<file path="src/rtl/seq_line_prefetch_pkg.sv">
package seq_line_prefetch_pkg;

  // Comparison results the datapath hands to the control.
  typedef struct packed {
    logic sameLine;    // incoming line equals recorded line
    logic nextLine;    // incoming line is recorded line + 1 (no wrap)
    logic inPage;      // target stays in the incoming line's page
    logic hitLastReq;  // target equals last requested line
  } cmpFlags_t;

  // Strobes the control drives into the datapath.
  typedef struct packed {
    logic recordLine;  // capture the incoming line
    logic loadReq;     // capture the target as the new request
  } ctrlStrobes_t;

endpackage

</file>
<file path="src/rtl/seq_line_prefetch_dp.sv">
module seq_line_prefetch_dp
  import seq_line_prefetch_pkg::*;
#(
  parameter int LINE_W      = 26,
  parameter int PAGE_LINE_W = 6,
  parameter int AHEAD       = 2
) (
  input  logic              clk,
  input  logic              rstN,
  input  logic [LINE_W-1:0] accLine,
  input  ctrlStrobes_t      st,
  output cmpFlags_t         flags,
  output logic [LINE_W-1:0] reqLine
);

  localparam int EXT_W = LINE_W + 1;
  localparam int PAGE_W = EXT_W - PAGE_LINE_W;

  logic [LINE_W-1:0] lastLine;
  logic [LINE_W-1:0] reqLineQ;
  logic [EXT_W-1:0]  accExt;
  logic [EXT_W-1:0]  lastExtInc;
  logic [EXT_W-1:0]  targetExt;
  logic [PAGE_W-1:0] accPage;
  logic [PAGE_W-1:0] targetPage;

  always_comb begin
    accExt     = {1'b0, accLine};
    lastExtInc = {1'b0, lastLine} + EXT_W'(1);
    targetExt  = accExt + EXT_W'(AHEAD);
    accPage    = accExt[EXT_W-1:PAGE_LINE_W];
    targetPage = targetExt[EXT_W-1:PAGE_LINE_W];
    flags.sameLine   = (accLine == lastLine);
    flags.nextLine   = (accExt == lastExtInc);
    flags.inPage     = (targetPage == accPage);
    flags.hitLastReq = (targetExt[LINE_W-1:0] == reqLineQ);
  end

  always_ff @(posedge clk or negedge rstN) begin
    if (!rstN) begin
      lastLine <= '0;
      reqLineQ <= '0;
    end else begin
      if (st.recordLine) lastLine <= accLine;
      if (st.loadReq)    reqLineQ <= targetExt[LINE_W-1:0];
    end
  end

  assign reqLine = reqLineQ;


  target_in_page_chk: assert property (@(posedge clk) disable iff (!rstN)
    st.loadReq |=> reqLineQ[LINE_W-1:PAGE_LINE_W] == $past(accLine[LINE_W-1:PAGE_LINE_W]));


  fresh_target_chk: assert property (@(posedge clk) disable iff (!rstN)
    st.loadReq |=> reqLineQ != $past(reqLineQ));


  target_ahead_chk: assert property (@(posedge clk) disable iff (!rstN)
    st.loadReq |=> reqLineQ == $past(accLine) + LINE_W'(AHEAD));

endmodule

</file>
<file path="src/rtl/seq_line_prefetch_ctrl.sv">
module seq_line_prefetch_ctrl
  import seq_line_prefetch_pkg::*;
(
  input  logic         clk,
  input  logic         rstN,
  input  logic         accValid,
  input  cmpFlags_t    flags,
  input  logic         pfReady,
  output ctrlStrobes_t st,
  output logic         pfValid
);

  logic seenValid;
  logic reqSeen;
  logic pendValid;
  logic trigger;

  always_comb begin
    st.recordLine = accValid && !(seenValid && flags.sameLine);
    trigger       = accValid && seenValid && flags.nextLine;
    st.loadReq    = trigger && flags.inPage && !(reqSeen && flags.hitLastReq);
  end

  always_ff @(posedge clk or negedge rstN) begin
    if (!rstN) begin
      seenValid <= 1'b0;
      reqSeen   <= 1'b0;
      pendValid <= 1'b0;
    end else begin
      if (accValid)   seenValid <= 1'b1;
      if (st.loadReq) reqSeen   <= 1'b1;
      if (st.loadReq)                pendValid <= 1'b1;
      else if (pendValid && pfReady) pendValid <= 1'b0;
    end
  end

  assign pfValid = pendValid;


  needs_history_chk: assert property (@(posedge clk) disable iff (!rstN)
    st.loadReq |-> seenValid);


  pend_hold_chk: assert property (@(posedge clk) disable iff (!rstN)
    pendValid && !pfReady |=> pendValid);


  pend_drop_chk: assert property (@(posedge clk) disable iff (!rstN)
    pendValid && pfReady && !st.loadReq |=> !pendValid);


  repeat_quiet_chk: assert property (@(posedge clk) disable iff (!rstN)
    accValid && seenValid && flags.sameLine |-> !st.loadReq && !st.recordLine);


  only_next_chk: assert property (@(posedge clk) disable iff (!rstN)
    st.loadReq |-> flags.nextLine);

endmodule

</file>
<file path="src/rtl/seq_line_prefetch.sv">
module seq_line_prefetch
  import seq_line_prefetch_pkg::*;
#(
  parameter int ADDR_W     = 32,
  parameter int LINE_OFF_W = 6,
  parameter int PAGE_OFF_W = 12,
  parameter int AHEAD      = 2
) (
  input  logic                       clk,
  input  logic                       rstN,
  input  logic                       accValid,
  input  logic [ADDR_W-1:0]          accAddr,
  output logic                       pfReqValid,
  output logic [ADDR_W-LINE_OFF_W-1:0] pfReqLine,
  input  logic                       pfReqReady
);

  localparam int LINE_W      = ADDR_W - LINE_OFF_W;
  localparam int PAGE_LINE_W = PAGE_OFF_W - LINE_OFF_W;

  logic [LINE_W-1:0]     accLine;
  logic [LINE_OFF_W-1:0] unusedOffset;
  cmpFlags_t             flags;
  ctrlStrobes_t          st;

  // only the line part of the address takes part in any decision
  assign accLine      = accAddr[ADDR_W-1:LINE_OFF_W];
  assign unusedOffset = accAddr[LINE_OFF_W-1:0];

  seq_line_prefetch_dp #(
    .LINE_W(LINE_W), .PAGE_LINE_W(PAGE_LINE_W), .AHEAD(AHEAD)
  ) u_dp (
    .clk(clk), .rstN(rstN), .accLine(accLine), .st(st),
    .flags(flags), .reqLine(pfReqLine)
  );

  seq_line_prefetch_ctrl u_ctrl (
    .clk(clk), .rstN(rstN), .accValid(accValid), .flags(flags),
    .pfReady(pfReqReady), .st(st), .pfValid(pfReqValid)
  );


  line_stable_chk: assert property (@(posedge clk) disable iff (!rstN)
    pfReqValid && !pfReqReady && !st.loadReq |=> $stable(pfReqLine) && pfReqValid);


  replace_chk: assert property (@(posedge clk) disable iff (!rstN)
    st.loadReq |=> pfReqValid);

endmodule

</file>
<file path="config.mk">
export PLATFORM = sky130hd
export DESIGN_NAME = seq_line_prefetch
export DESIGN_NICKNAME = d
export VERILOG_FILES = /design/src/rtl/seq_line_prefetch_pkg.sv /design/src/rtl/seq_line_prefetch_dp.sv /design/src/rtl/seq_line_prefetch_ctrl.sv /design/src/rtl/seq_line_prefetch.sv
export SDC_FILE = /design/constraint.sdc
export NUM_CORES = 1
export LEC_CHECK = 0
export BUFFER_PORTS_ARGS = -buffer_cell sky130_fd_sc_hd__buf_2
export CORE_ASPECT_RATIO = 0.75
export CORE_MARGIN = 5
export CORE_UTILIZATION = 40
export CTS_BUF_LIST = sky130_fd_sc_hd__clkbuf_8
export DETAILED_ROUTE_END_ITERATION = 16
export GPL_ROUTABILITY_DRIVEN = 0
export PLACE_DENSITY = 0.67
export SETUP_SLACK_MARGIN = 0.02
export SKIP_CTS_REPAIR_TIMING = 1
export SYNTH_ARGS = -nofsm -noshare
export SYNTH_HDL_FRONTEND = slang
export SYNTH_HIERARCHICAL = 1
export SYNTH_SLANG_ARGS = --single-unit
</file>
<file path="constraint.sdc">
create_clock -name clk -period 6.9 [get_ports clk]
set_clock_uncertainty 0.2 [all_clocks]
set_input_delay 0.69 -clock clk [delete_from_list [all_inputs] [get_ports clk]]
set_output_delay 0.69 -clock clk [all_outputs]
set_load 0.01 [all_outputs]
</file>
# --- Word level (Yosys, flattened, before mapping) ---
# Cells that the tools add are included.
totals:
  register_bits: 55
  word_cells: 24
  in_bits: 36
classes:
  eq_ne: 4
  n_reduce_logical: 11
  add_sub_neg: 2
  mux: 2
op_table:
  columns: ["operator", "count"]
  rows:
  - ["26-bit equality test", 2]
  - ["26-bit by 1-bit adder with 27-bit output, second input constant", 1]
  - ["26-bit by 2-bit adder with 27-bit output, second input constant", 1]
  - ["26-bit by 27-bit equality test with 1-bit output", 1]
  - ["21-bit by 20-bit equality test with 1-bit output", 1]
  - ["1-bit logical AND", 8]
  - ["1-bit zero test", 2]
  - ["1-bit two-way mux", 2]
  - ["2-bit nonzero test", 1]

# --- Longest topological paths before layout ---
# Gate-level depths: netlist (run 1).
depth:
  ltp_word: 6
  mapped_depth: 14

# --- Cells and area by module ---
# The synthesis (run 1) kept the hierarchy.
modules_own_cells:
  columns: ["module", "instances", "seq_area_each_um2", "area_each_um2", "cells_per_inst"]
  rows:
  - ["seq_line_prefetch_dp", 1, 1301.2, 4113.9, 465]
  - ["seq_line_prefetch_ctrl", 1, 75.1, 133.9, 11]

# --- Worst setup path after synthesis (run 1) ---
# Ideal clock, no wire load.
synth_timing:
  kind: "input -> register"
  start: "input port accAddr[16]"
  end: "register u_dp.reqLineQ[10], in the netlist u_dp/reqLine[10]"
  path_slack_ns: 3.246
  arrival_time_ns: 3.317
  n_path_buf: 4
  stages: 13
  setup_time_ns: 0.137
  required_ns: 6.563
  cell_sequence: "buf_4 -> nand4_1 -> nor4_1 -> and2_1 -> buf_2 -> nand3_1 -> o311ai_0 -> nor4_2 -> and2_1 -> nor2_1 -> buf_1 -> clkbuf_1 -> a21oi_1"
synth_rtl:
  columns: ["element", "line_no", "text"]
  rows:
  - ["start: declaration", "seq_line_prefetch.sv:12", "input logic [ADDR_W-1:0] accAddr,"]
  - ["end signal: assignment", "seq_line_prefetch_dp.sv:45", "if (st.loadReq) reqLineQ <= targetExt[LINE_W-1:0];"]
  - ["end: declaration", "seq_line_prefetch_dp.sv:20", "logic [LINE_W-1:0] reqLineQ;"]

==> summary.txt, run 1 <==
Status
  • Status: complete, no violations

Synth
  • Synth Area in Simple Gates: 0.226
  • Largest family of logic cells by synthesized area: simple AND/OR/NAND/NOR gates
  • Xor/xnor cell area share of the yosys netlist: 0.181
  • Yosys reg bits: 55
  • Post-synthesis mux area share: 0.0810
  • Syn Area/Cell: 8.92 um^2
  • Most used DFF post-synth: dfrtp_1
  • Commonest cells in the netlist: dfrtp_1, xnor2_1, xor2_1
  • EDFF count, synth: 0
  • Cell Area, Synth: 4250 um^2
  • Count leader, synth: dfrtp_1
  • Ys async rst share: 1.00
  • Yosys top cell by area: dfrtp_1
  • Syn Inst Count: 476
  • Synth warnings: 6
  • Synth Area in Compound Gates: 0.132
  • Syn_nets: 514
  • Synth top area share: 0.324
  • Post-Synth Adder-Cell Area: 0.00589
  • Synth cell types: 63
  • Sequential-to-total area share from yosys stat: 0.324
  • Largest cells by area after synthesis: dfrtp_1, xnor2_1, xor2_1, mux2_2, a21oi_1

Worst hold path
  • HP Class: register to register
  • Hold Crit Depth: 1

Floorplanning
  • Std-Cell Rows: 32
  • Die W: 129 um
  • I/O pin cnt: 63
  • Total Die Area: 12800 um^2
  • Initial core utilization: 0.411
  • Die height: 99.2 um
  • Core Footprint: 10300 um^2

Route
  • Remaining DRCs: 0
  • Pre-Repair DR Iteration Count: 5
  • Post-DRT Antenna Nets: 0
  • DR iter-0 viols: 285
  • Drt total wl: 11700 um
  • Vias: 3786
  • Average routed wire per standard cell: 18.4 um
  • Vias per inst: 5.92

Timing
  • Fmax: 219 MHz
  • Final Slew Violations: 0
  • Fin crit period: 4.56 ns
  • Hold Vio Cnt, Final: 0
  • Worst Tran Pin Value: 0.990 ns
  • Min Hold Slack: 0.272 ns
  • RSZ-0062 raised after global routing: no
  • Relative slew slack: 0.338
  • Fin Setup TNS: 0 ns
  • Final setup margin: 2.34 ns
  • Period utilization: 0.662
  • Setup Viol. Count Final: 0

Cells and area
  • Fill count: 1008
  • Fin area: 4650 um^2
  • Core Util, Final: 0.450
  • Reg area: 1380 um^2
  • Layout Area Growth over Synthesis: 9.37%
  • Finished Layout Cells: 640
  • Share of cells above drive strength 1: 0.210
  • Antenna diode count: 0
  • Final net count: 541
  • Footprint of the multi-input gates: 2670 um^2

Setup path
  • Crit path kind: input pin to register
  • Buf+Inv Stages, Crit Path: 1
  • CP Depth: 12
  • CP Data Arrival Time: 4.58 ns
  • Crit Path Max Fanout: 49
  • Worst Path Required: 6.92 ns
  • Kind of cell adding the most delay to the critical path: simple AND/OR/NAND/NOR gates
  • Worst R2R Path Depth: 10
  • Worst setup SP type: input pin
  • CP endpoint kind: register
  • CP Cell Sequence: buf_2 > ha_1 > and3_1 > nand2_1 > or3_1 > a221o_1 > a2111oi_0 > nand4_1 > nor4_2 > and2_1 > nor2_4 > mux2_2
  • CP max stage cell: a2111oi_0
  • Slowest Stage Delay on Critical Path: 0.69 ns

Global route
  • Initial antenna violation count: 0
  • Largest net degree at the start of global routing: 56
  • Total Routing Usage GR: 0.186
  • Number of global-route vias before repair: 3657
  • Gr ovfl total: 0
  • First-pass GRT wire length: 19300 um

CTS
  • CTS tree: yes
  • Clk root buf: clkbuf_8
  • Later-pin clock latency in the skew report: 0.33 ns
  • Max Root-Sink Buffers: 2
  • Worst-path clk slew: 0.10 ns
  • CTS sink cnt: 55
  • CTS Buf Count: 5
  • CTS H-tree depth: 2

Power and ir drop
  • Switch share: 0.331
  • PD cells: 154 nW/um^2
  • Share of power burned in registers: 0.506
  • Net Sw Power: 237 uW
  • Pint: 478 uW
  • Design Power: 715 uW
  • Comb pwr share: 0.224
  • Max rail drop VDD: 0.0000766 V
  • P_leak: 1.92 nW
  • Clock share of power: 0.270

Placement
  • Pre-CTS worst setup slack: 2.18 ns
  • Post-Place Cells: 632
  • DP HPWL: 8640 um
  • # port buffers: 56
  • Cell Area, Placed: 4550 um^2

Run
  • Max_cap viols: 0
[cells by family after synthesis]
| family | count (synthesis) |
|---|---|
| AO/OA/AOI/OAI | 84 |
| AND/OR/NAND/NOR | 169 |
| buffers and inverters | 49 |
| multiplexers | 31 |
| XOR/XNOR | 86 |
| flip-flops | 55 |
| adder cells (fa/ha/maj) | 2 |
[final timing paths]
check	to	slack [ns]	from
worst max-delay path	u_dp/reqLine[0]	2.34	accAddr[7]
worst min-delay path	u_ctrl/reqSeen	0.27	u_ctrl/reqSeen
worst max register to register	u_dp/reqLine[0]	2.37	u_dp/lastLine[6]
worst min register to register	u_ctrl/reqSeen	0.27	u_ctrl/reqSeen
max in group asynchronous	u_dp/reqLine[18]	5.74	rstN
min in group asynchronous	u_dp/lastLine[6]	0.30	rstN
[final cells by class]
class	instances	share of cell area
multi-input cells	372	0.574
flip-flops and latches	55	0.296
repair buffers	58	0.0636
well taps	136	0.0366
clock buffers	5	0.0148
inverters	11	0.00889
clock inverters	3	0.00539
[placed cells by master (no fill, tap or decap), types with 4 or more instances in the layout]
master,synthesis,layout
mux2_2,27,27
nor2_1,36,35
nand4_1,21,21
o21ai_0,8,8
xor2_1,40,40
nor3_1,12,12
inv_1,11,11
dfrtp_1,55,55
buf_2,9,56
a21oi_1,37,37
mux2i_1,4,4
nand2_1,23,23
clkbuf_8,0,5
and4_1,6,6
and3_1,7,7
a2111oi_0,4,4
nand2b_1,6,6
nor2b_1,4,4
nor4_1,10,10
xnor2_1,45,45
nand3_1,21,21
[power by group through the flow]
stage	registers (mW)	clock network, mW	logic [mW]
2_1_floorplan	0.356	0	0.123
3_3_place_gp	0.366	0	0.153
3_5_place_dp	0.368	0	0.157
4_1_cts	0.361	0.205	0.158
5_1_grt	0.365	0.215	0.175
6_report	0.362	0.193	0.160
[registers in the layout, summed over array words and instances, names as in the netlist]
register and flops:
u_ctrl/pfValid 1, u_ctrl/reqSeen 1, u_ctrl/seenValid 1, u_dp/lastLine 26, u_dp/reqLine 26
[worst register-to-register path, cell delays in order, from the launching register on]
cell and delay (ns):
dfrtp_1 0.47, nand4_1 0.30, nor4_1 0.77, nand3_1 0.20, a21oi_1 0.16, a22oi_1 0.08
a2111oi_0 0.48, and4_1 0.33, nand4_2 0.19, nor2_4 0.81, mux2_2 0.43
[routing by layer]
layer	track usage	wire length, um	vias up
li1	-	-	1772
met1	0.267	5380	1843
met2	0.287	5540	157
met3	0.0327	691	14
met4	0.0517	135	0
met5	0	0	-
(Power assumes the default switching activity.)
==> inputs of run 2 (changes only) <==
--- a/config.mk
+++ b/config.mk
@@ -5,6 +5,7 @@
 export SDC_FILE = /design/constraint.sdc
 export NUM_CORES = 1
 export LEC_CHECK = 0
+export ABC_AREA = 1
 export BUFFER_PORTS_ARGS = -buffer_cell sky130_fd_sc_hd__buf_2
 export CORE_ASPECT_RATIO = 0.75
 export CORE_MARGIN = 5
@@ -12,7 +13,7 @@
 export CTS_BUF_LIST = sky130_fd_sc_hd__clkbuf_8
 export DETAILED_ROUTE_END_ITERATION = 16
 export GPL_ROUTABILITY_DRIVEN = 0
-export PLACE_DENSITY = 0.67
+export PLACE_DENSITY = 0.69
 export SETUP_SLACK_MARGIN = 0.02
 export SKIP_CTS_REPAIR_TIMING = 1
 export SYNTH_ARGS = -nofsm -noshare
==> constraint.sdc (replaced) <==
create_clock -name clk -period 3.68 [get_ports clk]
set_clock_uncertainty 0.2 [all_clocks]
set_input_delay 0.368 -clock clk [delete_from_list [all_inputs] [get_ports clk]]
set_output_delay 0.368 -clock clk [all_outputs]
set_load 0.01 [all_outputs]
==> run 2 against run 1 <==
  * Synthesized area grew 4.0%
  * Critical path type is now register to register
  * Combinational power is 94% higher
  * Hold slack worse by 0.29 ns
  * Cell count increased by 37%
  * The run now ends with hold timing left
  * Die area up 3.7%
  * Total power rose by 84%
  * Routed wire length rose by 3.3%
  * Synthesized cell count up 45%
  * Flip-flop and latch count is the same
  * Critical path depth increased by 8
  * Highest routed layer unchanged
  * First-iteration DRC count increased by 32%
  * Core utilization up 0.41 points
==> summary.txt, run 2 <==
Status
  • Status: finished with violations
  • Failing checks: hold timing

Power and ir drop
  • P_leak: 2.47 nW
  • Max rail drop VDD: 0.000236 V
  • Pint: 864 uW
  • PD cells: 267 nW/um^2
  • Design Power: 1.32 mW
  • Comb pwr share: 0.236
  • Share of power burned in registers: 0.502
  • Net Sw Power: 454 uW
  • Clock share of power: 0.262
  • Switch share: 0.344

Cells and area
  • Antenna diode count: 0
  • Share of cells above drive strength 1: 0.146
  • Footprint of the multi-input gates: 2670 um^2
  • Fill count: 1140
  • Final net count: 776
  • Fin area: 4930 um^2
  • Layout Area Growth over Synthesis: 11.5%
  • Finished Layout Cells: 879
  • Most frequent cells in the layout: nand2_1, inv_1, nor2_1
  • Reg area: 1380 um^2
  • Core Util, Final: 0.454
  • Commonest non-fill, non-tap cell in the layout: nand2_1

Run
  • Max_cap viols: 0

Floorplanning
  • Initial core utilization: 0.407
  • I/O pin cnt: 63
  • Core Footprint: 10900 um^2
  • Std-Cell Rows: 33
  • Total Die Area: 13300 um^2
  • Die height: 101 um
  • Die W: 131 um

Synth
  • Count leader, synth: nand2_1
  • Synth top area share: 0.311
  • Most used DFF post-synth: dfrtp_1
  • Synth cell types: 42
  • Sequential-to-total area share from yosys stat: 0.311
  • Cell Area, Synth: 4420 um^2
  • Syn Inst Count: 689
  • Yosys top cell by area: dfrtp_1
  • Syn_nets: 727
  • Synth warnings: 6
  • Ys async rst share: 1.00
  • Commonest cells in the netlist: nand2_1, inv_1, nor2_1
  • Largest cells by area after synthesis: dfrtp_1, nand2_1, inv_1, nand3_1, nor2_1
  • Yosys reg bits: 55
  • EDFF count, synth: 0
  • Syn Area/Cell: 6.41 um^2

Route
  • Post-DRT Antenna Nets: 0
  • Remaining DRCs: 0
  • Vias per inst: 5.07
  • Average routed wire per standard cell: 13.8 um
  • Pre-Repair DR Iteration Count: 6
  • DR iter-0 viols: 376
  • Drt total wl: 12100 um
  • Vias: 4455

Timing
  • Period utilization: 0.871
  • Setup Viol. Count Final: 0
  • Worst Tran Pin Value: 1.16 ns
  • Fin Setup TNS: 0 ns
  • Min Hold Slack: -0.0142 ns
  • Fmax: 312 MHz
  • Fin crit period: 3.20 ns
  • Final Slew Violations: 0
  • RSZ-0062 raised after global routing: no
  • Hold Vio Cnt, Final: 34
  • Relative slew slack: 0.226

CTS
  • CTS sink cnt: 55
  • CTS H-tree depth: 2
  • Worst-path clk slew: 0.10 ns
  • CTS tree: yes
  • CTS Buf Count: 5
  • Later-pin clock latency in the skew report: 0.32 ns
  • Max Root-Sink Buffers: 2
  • Clk root buf: clkbuf_8

Setup path
  • CP endpoint kind: register
  • CP Data Arrival Time: 3.24 ns
  • Slowest Stage Delay on Critical Path: 0.44 ns
  • Worst setup SP type: register
  • CP Cell Sequence: ha_1 > nand2_1 > nor2_2 > nand3_2 > nor2_4 > nand2_1 > nor2_1 > nand2_1 > nand2_1 > nand3b_1 > nor2_1 > nand2_1 > nor2_1 > nand2_1 > nor2_1 > nand2_1 > inv_1 > clkinv_1 > buf_12 > o21ai_0
  • Reg2Reg Launch Point: u_dp/lastLine[1]
  • Crit path kind: register to register
  • Worst Path Required: 3.72 ns
  • Critical Path Start: u_dp/lastLine[1]
  • Worst R2R Path Depth: 20
  • Reg-to-reg slack, setup: 0.48 ns
  • Crit Path Max Fanout: 45
  • Critical path's most frequent cell: nand2_1
  • CP max stage cell: dfrtp_1

Worst hold path
  • HP Class: input pin to async pin

Placement
  • Post-Place Cells: 871
  • Cell Area, Placed: 4850 um^2
  • DP HPWL: 9570 um
  • # port buffers: 56

Global route
  • Largest net degree at the start of global routing: 50
  • Total Routing Usage GR: 0.186
  • Number of global-route vias before repair: 4005
  • First-pass GRT wire length: 20100 um
  • Initial antenna violation count: 0
  • Gr ovfl total: 0
[run 2: cell types whose count changed after synthesis, moves of 11 or more]
cell | before | now
inv_1 | 11 | 78
xnor2_1 | 45 | 14
nand3_1 | 21 | 54
xor2_1 | 40 | 18
o21ai_0 | 8 | 43
nor2_1 | 36 | 66
a21oi_1 | 37 | 12
nand2_2 | 0 | 11
clkbuf_1 | 20 | 9
nand2_1 | 23 | 235
mux2_2 | 27 | 3
[run 2: final timing paths]
kind | to
worst max-delay path | u_dp/reqLine[6]
worst min-delay path | u_dp/lastLine[4]
worst max register to register | u_dp/reqLine[6]
worst min register to register | u_ctrl/reqSeen
max in group asynchronous | u_dp/lastLine[25]
min in group clk | u_ctrl/seenValid
[run 2: worst max-delay path, delay by kind of cell, from the launching register on]
family | cells | cell delay (ns)
AO/OA/AOI/OAI | 1 | 0.21
adder cells (fa/ha/maj) | 1 | 0.25
buffers and inverters | 3 | 0.37
flip-flops | 1 | 0.44
AND/OR/NAND/NOR | 15 | 1.62
[run 2: power groups by stage]
stage               registers (mW)  clock network, mW  logic (mW)
finish                       0.662              0.345       0.311
global route                 0.668              0.376       0.355
CTS                          0.662              0.355       0.310
detailed placement           0.673                  0       0.309
global placement             0.673                  0       0.306
floorplan                    0.664                  0       0.216
[run 2: stage by stage]
step | setup WS, ns | hold slack, ns
after detailed placement | 0.339 | 0.266
after global placement | 0.368 | 0.258
after floorplan | 0.666 | -0.128
after global routing | 0.133 | 0.0705
after CTS | 0.497 | 0.0212
final | 0.475 | -0.0142
[run 2: cell type report]
type,instances,area share
repair buffers,59,0.0640
clock buffers,5,0.0140
multi-input cells,534,0.541
well taps,140,0.0355
inverters,83,0.0635
clock inverters,3,0.00254
flip-flops and latches,55,0.279
[run 2: cells by family (layout without fill, tap and decap cells)]
group	Yosys count	count (layout)	synth area share
and+or+nand+nor	432	432	0.444
muxes	3	3	0.00764
xor gates and xnor gates	33	33	0.0685
adders and majority gates	2	2	0.00566
buffers and inverters	100	150	0.0875
AOI/OAI and AO/OA	64	64	0.0756
DFF	55	55	0.311
[run 2: routing by layer]
| metal | GRT usage | wire length [um] |
|---|---|---|
| met1 | 0.284 | 6140 |
| met2 | 0.272 | 5020 |
| met3 | 0.0304 | 826 |
| met4 | 0.0451 | 145 |
| met5 | 0 | 0 |
